**src/rtl/pw_pkg.sv**
```systemverilog
package pw_pkg;
    typedef enum logic [1:0] {
        PK_ZERO  = 2'd0,
        PK_ONE   = 2'd1,
        PK_BREAK = 2'd2,
        PK_BAD   = 2'd3
    } pulse_e;

    typedef enum logic [1:0] {
        ST_ADDR = 2'd0,
        ST_DIR  = 2'd1,
        ST_DATA = 2'd2
    } fsm_e;

    function automatic longint unsigned us_to_ticks(input longint unsigned hz,
                                                    input longint unsigned us);
        return (hz * us) / 64'd1_000_000;
    endfunction
endpackage

```
**src/rtl/pw_sync.sv**
```systemverilog
module pw_sync #(
    parameter int STAGES = 2
) (
    input  logic clk,
    input  logic rst,
    input  logic d_i,
    output logic q_o
);
    logic [STAGES-1:0] chain;

    always_ff @(posedge clk) begin
        if (rst) begin
            chain <= '1;
        end else begin
            chain <= {chain[STAGES-2:0], d_i};
        end
    end

    assign q_o = chain[STAGES-1];
endmodule

```
**src/rtl/pw_timer.sv**
```systemverilog
module pw_timer
    import pw_pkg::*;
#(
    parameter longint unsigned CLK_HZ      = 50_000_000,
    parameter int unsigned     BRK_US      = 190,
    parameter int unsigned     ZERO_MIN_US = 86,
    parameter int unsigned     ZERO_MAX_US = 145,
    parameter int unsigned     ONE_MIN_US  = 17,
    parameter int unsigned     ONE_MAX_US  = 50
) (
    input  logic   clk,
    input  logic   rst,
    input  logic   s_i,
    output logic   sym_vld_o,
    output pulse_e sym_o
);
    localparam longint unsigned BRK_T = us_to_ticks(CLK_HZ, 64'(BRK_US));
    localparam int CW = $clog2(BRK_T + 2);
    localparam logic [CW-1:0] T_BRK  = CW'(BRK_T);
    localparam logic [CW-1:0] T_Z_LO = CW'(us_to_ticks(CLK_HZ, 64'(ZERO_MIN_US)));
    localparam logic [CW-1:0] T_Z_HI = CW'(us_to_ticks(CLK_HZ, 64'(ZERO_MAX_US)));
    localparam logic [CW-1:0] T_O_LO = CW'(us_to_ticks(CLK_HZ, 64'(ONE_MIN_US)));
    localparam logic [CW-1:0] T_O_HI = CW'(us_to_ticks(CLK_HZ, 64'(ONE_MAX_US)));
    localparam logic [CW-1:0] CMAX   = T_BRK + CW'(1);

    logic          s_d;
    logic [CW-1:0] cnt;
    logic          fall, rise;
    pulse_e        kind;

    assign fall = s_d & ~s_i;
    assign rise = ~s_d & s_i;

    always_comb begin
        if (cnt > T_BRK)
            kind = PK_BREAK;
        else if (cnt >= T_Z_LO && cnt <= T_Z_HI)
            kind = PK_ZERO;
        else if (cnt >= T_O_LO && cnt <= T_O_HI)
            kind = PK_ONE;
        else
            kind = PK_BAD;
    end

    always_ff @(posedge clk) begin
        if (rst) begin
            s_d       <= 1'b1;
            cnt       <= '0;
            sym_vld_o <= 1'b0;
            sym_o     <= PK_BAD;
        end else begin
            s_d       <= s_i;
            sym_vld_o <= rise;
            if (fall)
                cnt <= CW'(1);
            else if (!s_i && cnt != CMAX)
                cnt <= cnt + CW'(1);
            if (rise)
                sym_o <= kind;
        end
    end

    // the counter stops at its saturation point
    a_r10_cnt_saturates: assert property (@(posedge clk) disable iff (rst)
        cnt <= CMAX);

    // a pulse is only reported once the line has gone high again
    a_r1_report_after_rise: assert property (@(posedge clk) disable iff (rst)
        sym_vld_o |-> s_d);
endmodule

```
**src/rtl/pw_parser.sv**
```systemverilog
module pw_parser
    import pw_pkg::*;
#(
    parameter int ADDR_W = 7,
    parameter int DATA_W = 8
) (
    input  logic              clk,
    input  logic              rst,
    input  logic              sym_vld_i,
    input  pulse_e            sym_i,
    output logic [ADDR_W-1:0] addr_o,
    output logic              addr_valid_o,
    output logic              dir_o,
    output logic              dir_valid_o,
    output logic [DATA_W-1:0] data_o,
    output logic              data_valid_o,
    output logic              brk_o
);
    localparam int ACC_W = (DATA_W > ADDR_W) ? DATA_W : ADDR_W;
    localparam int IW    = $clog2(ACC_W);
    localparam logic [IW-1:0] A_LAST = IW'(ADDR_W - 1);
    localparam logic [IW-1:0] D_LAST = IW'(DATA_W - 1);

    fsm_e             st, nxt;
    logic [IW-1:0]    idx;
    logic [ACC_W-1:0] acc, acc_w;
    logic             is_bit, is_brk, bval;

    assign is_brk = sym_vld_i && (sym_i == PK_BREAK);
    assign is_bit = sym_vld_i && (sym_i == PK_ZERO || sym_i == PK_ONE);
    assign bval   = (sym_i == PK_ONE);

    always_comb begin
        acc_w      = acc;
        acc_w[idx] = bval;
    end

    always_comb begin
        nxt = st;
        if (is_brk) begin
            nxt = ST_ADDR;
        end else if (is_bit) begin
            unique case (st)
                ST_ADDR: if (idx == A_LAST) nxt = ST_DIR;
                ST_DIR:  nxt = ST_DATA;
                ST_DATA: if (idx == D_LAST) nxt = ST_ADDR;
                default: nxt = ST_ADDR;
            endcase
        end
    end

    always_ff @(posedge clk) begin
        if (rst) st <= ST_ADDR;
        else     st <= nxt;
    end

    always_ff @(posedge clk) begin
        if (rst) begin
            idx          <= '0;
            acc          <= '0;
            addr_o       <= '0;
            dir_o        <= 1'b0;
            data_o       <= '0;
            addr_valid_o <= 1'b0;
            dir_valid_o  <= 1'b0;
            data_valid_o <= 1'b0;
            brk_o        <= 1'b0;
        end else begin
            addr_valid_o <= 1'b0;
            dir_valid_o  <= 1'b0;
            data_valid_o <= 1'b0;
            brk_o        <= is_brk;
            if (is_brk) begin
                idx <= '0;
            end else if (is_bit) begin
                unique case (st)
                    ST_ADDR: begin
                        acc <= acc_w;
                        if (idx == A_LAST) begin
                            addr_o       <= acc_w[ADDR_W-1:0];
                            addr_valid_o <= 1'b1;
                            idx          <= '0;
                        end else begin
                            idx <= idx + IW'(1);
                        end
                    end
                    ST_DIR: begin
                        dir_o       <= bval;
                        dir_valid_o <= 1'b1;
                        idx         <= '0;
                    end
                    ST_DATA: begin
                        acc <= acc_w;
                        if (idx == D_LAST) begin
                            data_o       <= acc_w[DATA_W-1:0];
                            data_valid_o <= 1'b1;
                            idx          <= '0;
                        end else begin
                            idx <= idx + IW'(1);
                        end
                    end
                    default: idx <= '0;
                endcase
            end
        end
    end

    // a break leaves the parser at the start of an address
    a_r2_break_to_addr: assert property (@(posedge clk) disable iff (rst)
        is_brk |=> (st == ST_ADDR) && (idx == '0));

    // an invalid pulse does not move the parser
    a_r5_bad_no_advance: assert property (@(posedge clk) disable iff (rst)
        (sym_vld_i && sym_i == PK_BAD) |=> (st == $past(st)) && (idx == $past(idx)));

    // address and direction change only with their strobes
    a_r9_addr_hold: assert property (@(posedge clk) disable iff (rst)
        !addr_valid_o |-> $stable(addr_o));
    a_r9_dir_hold: assert property (@(posedge clk) disable iff (rst)
        !dir_valid_o |-> $stable(dir_o));

    // a direction strobe only follows a completed address field
    a_r7_dir_after_addr: assert property (@(posedge clk) disable iff (rst)
        addr_valid_o |-> (st == ST_DIR));
endmodule

```
**src/rtl/pw_frame_mon.sv**
```systemverilog
module pw_frame_mon
    import pw_pkg::*;
#(
    parameter longint unsigned CLK_HZ = 50_000_000,
    parameter int              ADDR_W = 7,
    parameter int              DATA_W = 8
) (
    input  logic              clk,
    input  logic              rst,
    input  logic              line_i,
    output logic [ADDR_W-1:0] addr_o,
    output logic              addr_valid_o,
    output logic              dir_o,
    output logic              dir_valid_o,
    output logic [DATA_W-1:0] data_o,
    output logic              data_valid_o,
    output logic              brk_o
);
    logic   line_s;
    logic   sym_vld;
    pulse_e sym;

    pw_sync #(.STAGES(2)) u_sync (
        .clk (clk),
        .rst (rst),
        .d_i (line_i),
        .q_o (line_s)
    );

    pw_timer #(.CLK_HZ(CLK_HZ)) u_timer (
        .clk       (clk),
        .rst       (rst),
        .s_i       (line_s),
        .sym_vld_o (sym_vld),
        .sym_o     (sym)
    );

    pw_parser #(.ADDR_W(ADDR_W), .DATA_W(DATA_W)) u_parser (
        .clk          (clk),
        .rst          (rst),
        .sym_vld_i    (sym_vld),
        .sym_i        (sym),
        .addr_o       (addr_o),
        .addr_valid_o (addr_valid_o),
        .dir_o        (dir_o),
        .dir_valid_o  (dir_valid_o),
        .data_o       (data_o),
        .data_valid_o (data_valid_o),
        .brk_o        (brk_o)
    );

    // at most one strobe per cycle
    a_r6_strobes_exclusive: assert property (@(posedge clk) disable iff (rst)
        $onehot0({addr_valid_o, dir_valid_o, data_valid_o, brk_o}));
endmodule

```
**config.mk**
```make
export PLATFORM = sky130hd
export DESIGN_NAME = pw_frame_mon
export DESIGN_NICKNAME = d
export VERILOG_FILES = /design/src/rtl/pw_pkg.sv /design/src/rtl/pw_sync.sv /design/src/rtl/pw_timer.sv /design/src/rtl/pw_parser.sv /design/src/rtl/pw_frame_mon.sv
export SDC_FILE = /design/constraint.sdc
export NUM_CORES = 1
export LEC_CHECK = 0
export ABC_AREA = 1
export BUFFER_PORTS_ARGS = -buffer_cell sky130_fd_sc_hd__buf_2
export CAP_MARGIN = 5
export CORE_UTILIZATION = 30
export DETAILED_ROUTE_END_ITERATION = 8
export GPL_TIMING_DRIVEN = 0
export PLACE_DENSITY = 0.44
export SLEW_MARGIN = 15
export SYNTH_ARGS = -nofsm -noshare
export SYNTH_HDL_FRONTEND = slang
export SYNTH_SLANG_ARGS = --single-unit
```
**constraint.sdc**
```tcl
create_clock -name clk -period 1.5 [get_ports clk]
set_input_delay 0.3 -clock clk [delete_from_list [all_inputs] [get_ports clk]]
set_output_delay 0.3 -clock clk [all_outputs]
set_load 0.1 [all_outputs]
```
; Word level (Yosys, flattened, before mapping)
; Cells that the tools add are included.
[op_classes]
n_reduce_logical = 22
bitwise_logic = 8
n_lt_le_gt_ge = 7
n_addsub = 2
muxes = 17
eq_ne = 9
[op_table]
columns = op, n
row1 = $add 14x1->14 const B, 1
row2 = $ge 14x10->1 const B, 1
row3 = $ge 14x13->1 const B, 1
row4 = $gt 14x14->1 const B, 1
row5 = $le 14x12->1 const B, 1
row6 = $le 14x13->1 const B, 1
row7 = $ne 14x14->1 const B, 1
row8 = $mux 2, 5
row9 = $reduce_and 3->1, 3
row10 = $bwmux 8, 1
row11 = $reduce_and 4->1, 2
row12 = $reduce_or 4->1, 2
row13 = $eq 3x3->1 const B, 2
row14 = $logic_and 1x1->1, 6
row15 = $mux 1, 6
row16 = $mux 3, 2
row17 = $not 1->1, 6
row18 = $pmux 2 s3, 1
row19 = $pmux 3 s2, 1
row20 = $reduce_or 2->1, 3
row21 = $eq 2x1->1 const B, 2
row22 = $eq 2x2->1 const B, 2
row23 = $logic_not 2->1, 2
row24 = $lt 3x4->1 const B, 1
row25 = other kinds (9), 11
[word_totals]
regBits = 53
inputBits = 3
out_inout_bits = 20

; Logic depth before layout (Yosys ltp)
; Gate-level depths: netlist of run 1.
[logic_depth]
ltp_word = 5
depth_mapped = 11

; Cells and area by module
; A second synthesis of run 1 with hierarchy kept.
[unflattened]
hier_cells = 467
area_unflattened_um2 = 3010.4
[modules_own_cells]
columns = module, area_per_inst_um2, n_inst, cells_per_inst
row1 = pw_parser, 1557.7, 1, 227
row2 = pw_timer, 1393.8, 1, 233
row3 = pw_sync, 58.8, 1, 7

; Worst setup path before layout of run 1
; Ideal clock, no wire load.
[synth_timing]
kind = reg2reg
from = register u_parser.idx[0]
to = register u_parser.addr_o[3]
arrival_ns = 1.384
setup_ns = 0.071
n_path_buf = 1
setup_slack_ns = 0.045
required_time_ns = 1.429
synth_period_minus_slack_ns = 1.455
stages_incl_launch_ff = 8
path_cell_list = dfxtp_1 inv_1 ha_1 nand2_1 nor4_4 buf_4 o21ai_0 a21oi_1
[synth_via]
elab_chain_cells = 5
word_cells_on_any_way = 8
classes_between = 2 x order compare / 1 x eq/ne / 3 x mux / 2 x reduce/logical
[synth_lines]
columns = element, line
row1 = "start, declared", pw_parser.sv:25  ; logic [IW-1:0] idx;
row2 = "start signal, assigned", pw_parser.sv:84  ; idx <= idx + IW'(1);
row3 = "start signal, assigned", pw_parser.sv:99  ; idx <= idx + IW'(1);
row4 = $lt 3x4->1 (not written as such) / $ge 3x1->1 (equally long branches), pw_parser.sv:35  ; acc_w[idx] = bval;
row5 = $logic_and 1x1->1 (not written as such), pw_parser.sv:35
row6 = $mux 1 (not written as such), pw_parser.sv:35
row7 = $demux 1 s3, -
row8 = $bwmux 8, pw_parser.sv:35
row9 = "end signal, assigned", pw_parser.sv:80  ; addr_o <= acc_w[ADDR_W-1:0];
row10 = "end, declared", pw_parser.sv:11  ; output logic [ADDR_W-1:0] addr_o,
; Several ways; a longest one is shown, not always the timed one.
; A chain may end at the register's enable or synchronous reset.

; Worst setup path after layout of run 1
[layout_timing]
from = register u_parser.idx[0]
to = register u_parser.addr_o[0]
; The elaborated chain is that of the path after synthesis.

==> impl_metrics.csv, run 1 <==
group,metric,value,unit
logic_synthesis,ys_top_cells_by_count,"nand2_1, dfxtp_1, nor2_1",
place,gp_congestion,0.867,
logic_synthesis,netlist_instances,412,
setup_path,reg2reg_to,"u_parser.addr_o[0]",
logic_synthesis,yosysTopAreaCell,"dfxtp_1",
logic_synthesis,synth-edff-count,0,
clock_network,hold_buffers,0,
die,row_count,34,
sta,slew_violations,0,
clock_network,cts_htree_levels,2,
setup_path,rr_worst_depth,8,
finish,multi_input_area,1520,um2
clock_network,path_clk_slew,0.10,ns
global_routing,grt_pass1_wl,12.0,mm
clock_network,cts_sinks,53,
global_routing,grtUsageTotal,0.155,
die,initial_core_util,0.315,
min_path,min_path_type,"in2reg",
drt,firstDrtPassIters,4,
setup_path,r2r_start,"u_parser.idx[0]",
setup_path,arrival,1.68,ns
sta,period_share,0.955,
drt,top_layer,"met4",
pwr,power_density,699,nW/um2
min_path,min_to,"u_sync.chain[0]",
die,design.core.area,8850,um2
clock_network,cts_root_buffer,"clkbuf_8",
setup_path,end_kind,"flop",
die,die_h,98.4,um
setup_path,path_cells,"inv_4 > ha_4 > nand2_4 > nor4_4 > buf_4 > buf_4 > o21ai_0 > a21oi_1",
global_routing,antenna_found_initial,0,
setup_path,cpMostUsedCell,"buf_4",
drt,routedWlPerCell,13.1,um
setup_path,critPathSlowestCell,"dfxtp_4",
die,die_area,9690,um2
setup_path,cp-start-kind,"flop",
setup_path,worstPathRequired,1.75,ns
finish,fin_nets,468,
sta,finalSetupViolCount,0,
pwr,total_power,0.00238,W
die,die_w,98.4,um
finish,fillers,972,
logic_synthesis,synth_nets,421,
sta,rsz0062_at_grt,"true",
sta,finalHoldViolations,0,
clock_network,clockBufferDepth,2,
logic_synthesis,synth.distinct_cells,28,
logic_synthesis,synth_area,2790,um2
drt,routed_wl,7.46,mm
drt,antenna_left,0,
logic_synthesis,syn_avg_cell_area,6.77,um2
global_routing,overflow,0,
setup_path,cp_max_fo,5,
logic_synthesis,async_flop_share,0,
place,pre_cts_slack,-0.271,ns
logic_synthesis,yosys_warnings,0,
sta,worst_clock_skew,0.00771,ns
finish,regArea,1080,um2
logic_synthesis,ys_seq_area_frac,0.380,
sta,setup_ws,0.0668,ns
clock_network,clk_latency,0.31,ns
finish,antenna_cells,0,
sta,worst-slew-pin-transition,0.491,ns
setup_path,slowest_delay,0.37,ns
drt,drc,0,
logic_synthesis,synth_flop_cell,"dfxtp_1",
outcome,status,"completed",
pwr,p_leak,1.45,nW
clock_network,numCtsBuffers,5,
sta,slew_headroom,0.675,
min_path,hp-start,"line_i",
sta,post-route-min-period,1.43,ns
drt,viasPerCell,4.68,
pwr,ir_drop,0.341,mV
setup_path,startpoint,"u_parser.idx[0]",
logic_synthesis,synth_top_area_share,0.380,
finish,drive_gt1_frac,0.237,
drt,wl_met1,4.02,mm
logic_synthesis,ys_ff_latch,53,
die,num_io_pins,23,
place,io_buffers,22,
drt,via_count,2658,
global_routing,grt_pass1_vias,2368,
setup_path,worstSetupPathType,"reg2reg",
finish,area_delta_synth_final,21.8,%
global_routing,grt_max_degree,17,
clock_network,cts_tree,"built",
place,dp_hpwl,5.21,mm
sta,max_freq,698,MHz
min_path,hold_path_depth,2,
drt,wl_met3,317,um
drt,met2_length,3.05,mm
job,cap_violations,0,
drt,drt-initial-drc-count,137,
logic_synthesis,yosys.cell_count.top_type,"nand2_1",
setup_path,r2r_setup_slack,0.07,ns
logic_synthesis,yosys-top-cells-area,"dfxtp_1, nand2_1, nor2_1",
-- state kept, by name, indices dropped and copies added, names as in the netlist, 2 cells and up --
register         count
u_parser.acc         8
u_timer.sym_o        2
u_parser.data_o      8
u_parser.idx         3
u_sync.chain         2
u_timer.cnt         14
u_parser.addr_o      7
u_parser.st          2
-- how the worst max path moves through the flow --
stage                               to  cells after the start  slack (ns)
global placement    u_parser.data_o[5]                      7       -0.27
floorplan           u_parser.addr_o[3]                      7        0.04
finish              u_parser.addr_o[0]                      8        0.07
global route        u_parser.data_o[1]                      7       -0.03
CTS                     u_timer.cnt[9]                      9       0.002
detailed placement  u_parser.data_o[4]                      7       -0.27
-- placed cells by master, fill, tap and decap left out, types with 2 or more instances in the layout --
| cell type | count |
|---|---|
| a21oi_1 | 36 |
| a21oi_2 | 8 |
| buf_2 | 25 |
| buf_4 | 16 |
| buf_6 | 6 |
| clkbuf_1 | 3 |
| clkbuf_8 | 5 |
| dfxtp_1 | 43 |
| dfxtp_2 | 6 |
| dfxtp_4 | 4 |
| ha_1 | 3 |
| ha_2 | 2 |
| inv_1 | 39 |
| inv_2 | 4 |
| inv_6 | 2 |
| nand2_1 | 105 |
| nand2_2 | 11 |
| nand2_4 | 2 |
| nand3_1 | 26 |
| nand4_1 | 5 |
| nor2_1 | 49 |
| nor2_4 | 4 |
| o21a_1 | 4 |
| o21ai_0 | 24 |
| o21ai_1 | 3 |
| o21ai_2 | 2 |
| or2_2 | 2 |
| xor2_1 | 7 |
-- worst max-delay path, delay by kind of cell, from the launching register on --
kind / cells / cell delay (ns)
compound gates: 2 / 0.20
buf+inv: 3 / 0.38
simple gates: 2 / 0.28
flops: 1 / 0.37
fa+ha+maj: 1 / 0.13
-- cell families (layout without fill, tap and decap cells) --
kind of cell | count (synthesis) | count (layout) | synth area share
and+or+nand+nor | 208 | 208 | 0.317
AOI/OAI and AO/OA | 78 | 78 | 0.152
buffers and inverters | 60 | 108 | 0.102
DFF | 53 | 53 | 0.380
xor gates and xnor gates | 7 | 7 | 0.0220
adders and majority gates | 6 | 6 | 0.0269
-- final cells by class --
type / count / area share
multi-input cells: 299 / 0.448
flip-flops and latches: 53 / 0.319
repair buffers: 40 / 0.0758
inverters: 46 / 0.0530
well taps: 108 / 0.0398
plain buffers: 14 / 0.0387
clock buffers: 6 / 0.0214
clock inverters: 2 / 0.00405
-- per-stage QoR --
| step | cells | cell area (um2) | hold WS, ns | utilization | setup TNS [ns] |
|---|---|---|---|---|---|
| after floorplan | 412 | 2790 | 0.389 | - | 0 |
| final | 568 | 3400 | 0.166 | 0.384 | 0 |
| after global placement | 542 | 3040 | 0.399 | 0.343 | -4.60 |
| after detailed placement | 542 | 3040 | 0.403 | 0.343 | -4.87 |
| after CTS | 553 | 3170 | 0.157 | 0.358 | 0 |
| after global routing | 568 | 3400 | 0.146 | 0.384 | -0.226 |
-- where the power goes --
group	switching, W	internal [W]	leakage [nW]	total [W]
combinational	0.0000666	0.0000362	0.969	0.000103
clock	0.000521	0.000335	0.0456	0.000856
sequential	0.00000899	0.00141	0.434	0.00142
-- routing by layer --
metal,track usage,vias to the layer above
met5,0,-
met2,0.220,52
met4,0.0379,0
met3,0.0270,4
met1,0.241,1196
li1,-,1406
-- what timing repair did --
item	CTS	global route
gates cloned	0	3
pin swaps	2	7
setup endpoints to repair	32	34
resized for setup	15	37
buffers inserted	3	12
(Power assumes the default switching activity.)
==> run 2, diff against run 1 <==
- CORE_UTILIZATION: 30 -> 59
- PLACE_DENSITY: 0.44 -> 0.79
- TNS_END_PERCENT: default -> 1
==> run 2 against run 1 <==
Against the previous run:
- the flow now finishes with violations (DRC)
- non-clock buffer count down 1
- die area down 48%
- via count up 6.4%
- cell count down 10%
- sequential power about the same
- count of clock-buffer cells in the layout unchanged
- global-route usage up 12 points
- routed wire length down 2.9%
- combinational power down 12%
- worst hold slack worse by 0.0035 ns
- first-iteration DRC count up 140%
==> impl_metrics.csv, run 2 (same netlist as run 1, synthesis figures left out) <==
group,metric,value,unit
sta,max_freq,685,MHz
clock_network,cts_tree,"built",
finish,final_cell_area,3300,um2
place,place_area,2970,um2
outcome,status,"complete, but fails checks",
finish,antenna_cells,0,
setup_path,cp_max_fo,4,
clock_network,numCtsBuffers,5,
sta,worst_clock_skew,0.00710,ns
sta,period_share,0.973,
pwr,ir_drop,0.775,mV
place,gp_congestion,0.890,
drt,routedWlPerCell,14.2,um
setup_path,path_cells,"clkinv_4 > ha_4 > nand2_4 > nor4_4 > buf_4 > o21ai_0 > a21oi_1",
setup_path,r2r_start,"u_parser.idx[0]",
setup_path,worstSetupPathType,"reg2reg",
drt,drc,6,
setup_path,slowest_delay,0.38,ns
clock_network,cts_sinks,53,
finish,area_delta_synth_final,18.4,%
sta,finalSetupViolCount,0,
clock_network,clockBufferDepth,2,
setup_path,end_kind,"flop",
global_routing,overflow,0,
setup_path,reg2reg_to,"u_parser.addr_o[2]",
die,die_h,70.8,um
min_path,min_path_type,"in2reg",
min_path,min_to,"u_sync.chain[0]",
place,dp_hpwl,4.85,mm
clock_network,path_clk_slew,0.10,ns
setup_path,r2r_setup_slack,0.04,ns
finish,regMostFlops,"u_timer.cnt",
sta,slew_violations,0,
setup_path,arrival,1.71,ns
sta,worst-slew-pin-transition,0.499,ns
global_routing,antenna_found_initial,0,
sta,post-route-min-period,1.46,ns
min_path,hold_path_depth,2,
sta,finalHoldViolations,0,
drt,drt-initial-drc-count,323,
finish,mostFrequentLayoutCells,"nand2_1, nor2_1, dfxtp_1",
die,row_count,24,
min_path,hp-start,"line_i",
drt,antenna_left,0,
setup_path,critPathSlowestCell,"dfxtp_4",
clock_network,cts_root_buffer,"clkbuf_8",
setup_path,path_delay_family,"simple AND/OR/NAND/NOR gates",
clock_network,hold_buffers,0,
die,num_io_pins,23,
setup_path,cp-start-kind,"flop",
finish,largest_reg_flops,14,
pwr,p_leak,1.44,nW
drt,via_count,2828,
finish,layout_commonest_cell,"nand2_1",
place,pre_cts_slack,-0.237,ns
setup_path,worstPathRequired,1.75,ns
place,io_buffers,22,
sta,setup_ws,0.0407,ns
job,cap_violations,0,
drt,viasPerCell,5.53,
finish,final_util,0.744,
die,die_area,5010,um2
drt,firstDrtPassIters,8,
finish,top_regs,"u_timer.cnt x14, u_parser.acc x8, u_parser.data_o x8",
pwr,total_power,0.00234,W
outcome,violations,"DRC",
pwr,power_density,710,nW/um2
die,design.core.area,4440,um2
global_routing,grt_pass1_vias,2441,
finish,fillers,357,
clock_network,cts_htree_levels,2,
setup_path,rr_worst_depth,7,
finish,fin_nets,467,
global_routing,grt_max_degree,17,
sta,rsz0062_at_grt,"true",
die,initial_core_util,0.628,
die,die_w,70.8,um
global_routing,grt_pass1_wl,11.3,mm
global_routing,grtUsageTotal,0.279,
drt,routed_wl,7.24,mm
sta,slew_headroom,0.669,
clock_network,clk_latency,0.31,ns
finish,drive_gt1_frac,0.227,
setup_path,critPathBufInv,2,
-- run 2: changes by cell type in the layout (fill, tap and decap cells not counted), moves of 2 or more --
cell,before,now
nor2_2,1,4
a21oi_2,8,6
nor2_4,4,2
nand2_2,11,7
nand2_1,105,109
ha_4,1,3
a21oi_1,36,38
o21ai_0,24,26
buf_6,6,8
-- run 2: layer usage --
metal	track usage	vias to the layer above	share of wire
met5	0	-	0
li1	-	1400	-
met4	0.0644	0	0.0097
met2	0.411	136	0.44
met1	0.418	1278	0.46
met3	0.0584	14	0.090
-- run 2: how the worst max path moves through the flow --
stage,from,end,slack [ns],cells after the start
2_1_floorplan,u_parser.idx[0],u_parser.addr_o[3],0.04,7
3_3_place_gp,u_timer.cnt[0],u_timer.cnt[8],-0.20,7
3_5_place_dp,u_parser.idx[0],u_parser.addr_o[6],-0.24,7
4_1_cts,u_parser.idx[0],u_parser.st[1],-0.03,7
5_1_grt,u_timer.cnt[6],u_timer.cnt[8],-0.04,6
6_report,u_parser.idx[0],u_parser.addr_o[2],0.04,7
-- run 2: through the flow --
stage / cells / hold WS [ns] / setup TNS (ns)
2_1_floorplan: 412 / 0.389 / 0
3_3_place_gp: 486 / 0.406 / -2.64
3_5_place_dp: 486 / 0.406 / -4.31
4_1_cts: 495 / 0.159 / -0.157
5_1_grt: 511 / 0.154 / -0.379
6_report: 511 / 0.163 / 0
-- run 2: final cells by class --
| cell class | count | area (um2) | area share |
|---|---|---|---|
| Buffer | 14 | 131 | 0.0398 |
| Sequential cell | 53 | 1080 | 0.328 |
| Multi-Input combinational cell | 299 | 1530 | 0.462 |
| Clock inverter | 2 | 13.8 | 0.00417 |
| Inverter | 46 | 178 | 0.0538 |
| Timing Repair Buffer | 39 | 235 | 0.0712 |
| Tap cell | 52 | 65.1 | 0.0197 |
| Clock buffer | 6 | 72.6 | 0.0220 |
-- run 2: worst reg2reg max path: stages (launching register included) --
cell and delay (ns):
dfxtp_4 0.38, clkinv_4 0.06, ha_4 0.13, nand2_4 0.05, nor4_4 0.38, buf_4 0.20, o21ai_0 0.07, a21oi_1 0.12
-- run 2: where the power goes --
| part | leakage (nW) | switching, W | internal [W] |
|---|---|---|---|
| combinational | 0.957 | 0.0000612 | 0.0000293 |
| clock | 0.0456 | 0.000501 | 0.000335 |
| sequential | 0.434 | 0.00000964 | 0.00141 |
| total | 1.44 | 0.000572 | 0.00177 |
-- run 2: timing repair --
action                     in CTS  in global routing
setup endpoints to repair      31                 30
resized for setup               9                 38
gates cloned                    0                  1
pin swaps                       1                  5
buffers inserted                1                 15
==> run 3, diff against run 2 <==
- CORE_ASPECT_RATIO: default -> 2
==> run 3 against run 2 <==
Against the previous run:
- the flow now finishes without violations
- core utilization is 1.9 points lower
- sequential power about the same
- via count decreased by 2.2%
- critical endpoint is now u_parser.data_o[6]
==> impl_metrics.csv, run 3 (same netlist as run 1, synthesis figures left out) <==
group,metric,value,unit
sta,finalSetupViolCount,0,
clock_network,cts_root_buffer,"clkbuf_8",
sta,slew_violations,0,
finish,antenna_cells,0,
die,die_w,50.6,um
die,initial_core_util,0.613,
setup_path,cpMostUsedCell,"nor2_1",
place,io_buffers,22,
finish,final_cells,508,
drt,drc,0,
die,row_count,35,
clock_network,path_clk_slew,0.10,ns
sta,finalHoldViolations,0,
place,dp_hpwl,5.31,mm
finish,drive_gt1_frac,0.227,
die,die_h,99.3,um
sta,worst_clock_skew,0.00735,ns
job,cap_violations,0,
setup_path,cp-start-kind,"flop",
drt,routed_wl,7.21,mm
global_routing,antenna_found_initial,0,
setup_path,cp_max_fo,7,
die,die_area,5020,um2
drt,antenna_left,0,
drt,via_count,2767,
setup_path,slowest_delay,0.41,ns
place,gp_congestion,0.972,
setup_path,path_cells,"ha_2 > ha_4 > nand2_2 > nor2_4 > buf_4 > inv_1 > nor2_1 > nor2_1",
finish,fin_nets,461,
setup_path,arrival,1.70,ns
clock_network,numCtsBuffers,5,
setup_path,worstSetupPathType,"reg2reg",
global_routing,grt_pass1_wl,11.1,mm
finish,mostFrequentLayoutCells,"nand2_1, nor2_1, dfxtp_1",
die,num_io_pins,23,
pwr,p_leak,1.40,nW
drt,routedWlPerCell,14.2,um
drt,firstDrtPassIters,5,
sta,rsz0062_at_grt,"true",
pwr,total_power,0.00254,W
finish,regMostFlops,"u_timer.cnt",
place,placed_cells,489,
min_path,min_path_type,"in2reg",
sta,worst-slew-pin-transition,0.486,ns
finish,top_regs,"u_timer.cnt x14, u_parser.acc x8, u_parser.data_o x8",
global_routing,grt_pass1_vias,2564,
setup_path,end_kind,"flop",
drt,drt-initial-drc-count,101,
pwr,ir_drop,0.820,mV
finish,layout_commonest_cell,"nand2_1",
clock_network,clk_latency,0.31,ns
global_routing,grt_max_degree,19,
global_routing,overflow,0,
clock_network,clockBufferDepth,2,
finish,largest_reg_flops,14,
sta,post-route-min-period,1.49,ns
die,design.core.area,4550,um2
sta,period_share,0.992,
setup_path,critPathSlowestCell,"dfxtp_4",
outcome,status,"completed",
setup_path,worstPathRequired,1.71,ns
clock_network,cts_htree_levels,2,
clock_network,cts_tree,"built",
pwr,power_density,769,nW/um2
sta,slew_headroom,0.678,
finish,area_delta_synth_final,18.3,%
global_routing,grtUsageTotal,0.296,
sta,max_freq,672,MHz
drt,viasPerCell,5.45,
clock_network,cts_sinks,53,
-- run 3: routing by layer --
| layer | share of wire | track usage |
|---|---|---|
| met1 | 0.33 | 0.248 |
| met2 | 0.57 | 0.586 |
| met3 | 0.021 | 0.0398 |
| met4 | 0.077 | 0.214 |
| met5 | 0 | 0 |
-- run 3: what timing repair did --
item,4_1_cts,5_1_grt
hold buffers,0,0
gates resized for setup,15,35
pin swaps,1,5
buffers inserted,1,9
gates cloned,0,1
endpoints found under the setup margin,31,27
-- run 3: power breakdown --
| group | switching, W | internal (W) | total, W | leakage (nW) |
|---|---|---|---|---|
| combinational | 0.0000630 | 0.0000316 | 0.0000946 | 0.909 |
| clock | 0.000517 | 0.000510 | 0.00103 | 0.0591 |
| sequential | 0.00000972 | 0.00141 | 0.00142 | 0.433 |
-- run 3: layout make-up --
cell class | count | area, um2
multi-input cells | 299 | 1540
well taps | 55 | 68.8
repair buffers | 33 | 190
clock inverters | 3 | 47.5
inverters | 46 | 178
flip-flops and latches | 53 | 1080
clock buffers | 5 | 68.8
plain buffers | 14 | 131
fillers | 378 | 1250
-- run 3: metrics by stage --
step / hold WS, ns / util / area [um2] / TNS (ns) / setup WS, ns
after floorplan: 0.389 / - / 2790 / 0 / 0.0447
after global placement: 0.404 / 0.652 / 2970 / -3.02 / -0.211
after detailed placement: 0.415 / 0.652 / 2970 / -4.05 / -0.246
after CTS: 0.159 / 0.687 / 3130 / -0.109 / -0.0161
after global routing: 0.158 / 0.725 / 3300 / -1.16 / -0.0846
final: 0.165 / 0.725 / 3300 / 0 / 0.0123
-- run 3: final timing paths --
kind / start / endpoint / slack, ns / depth (start not counted)
setup / recovery: u_parser.idx[0] / u_parser.data_o[6] / 0.01 / 8
hold / removal: line_i / u_sync.chain[0] / 0.16 / 2
setup reg to reg: u_parser.idx[0] / u_parser.data_o[6] / 0.01 / 8
hold reg to reg: u_sync.chain[0] / u_sync.chain[1] / 0.43 / 1
-- run 3: worst max-delay path, delay by kind of cell, from the launching register on --
family        cells  cell delay, ns
buf+inv           2            0.23
flops             1            0.41
fa+ha+maj         2            0.36
simple gates      4            0.39
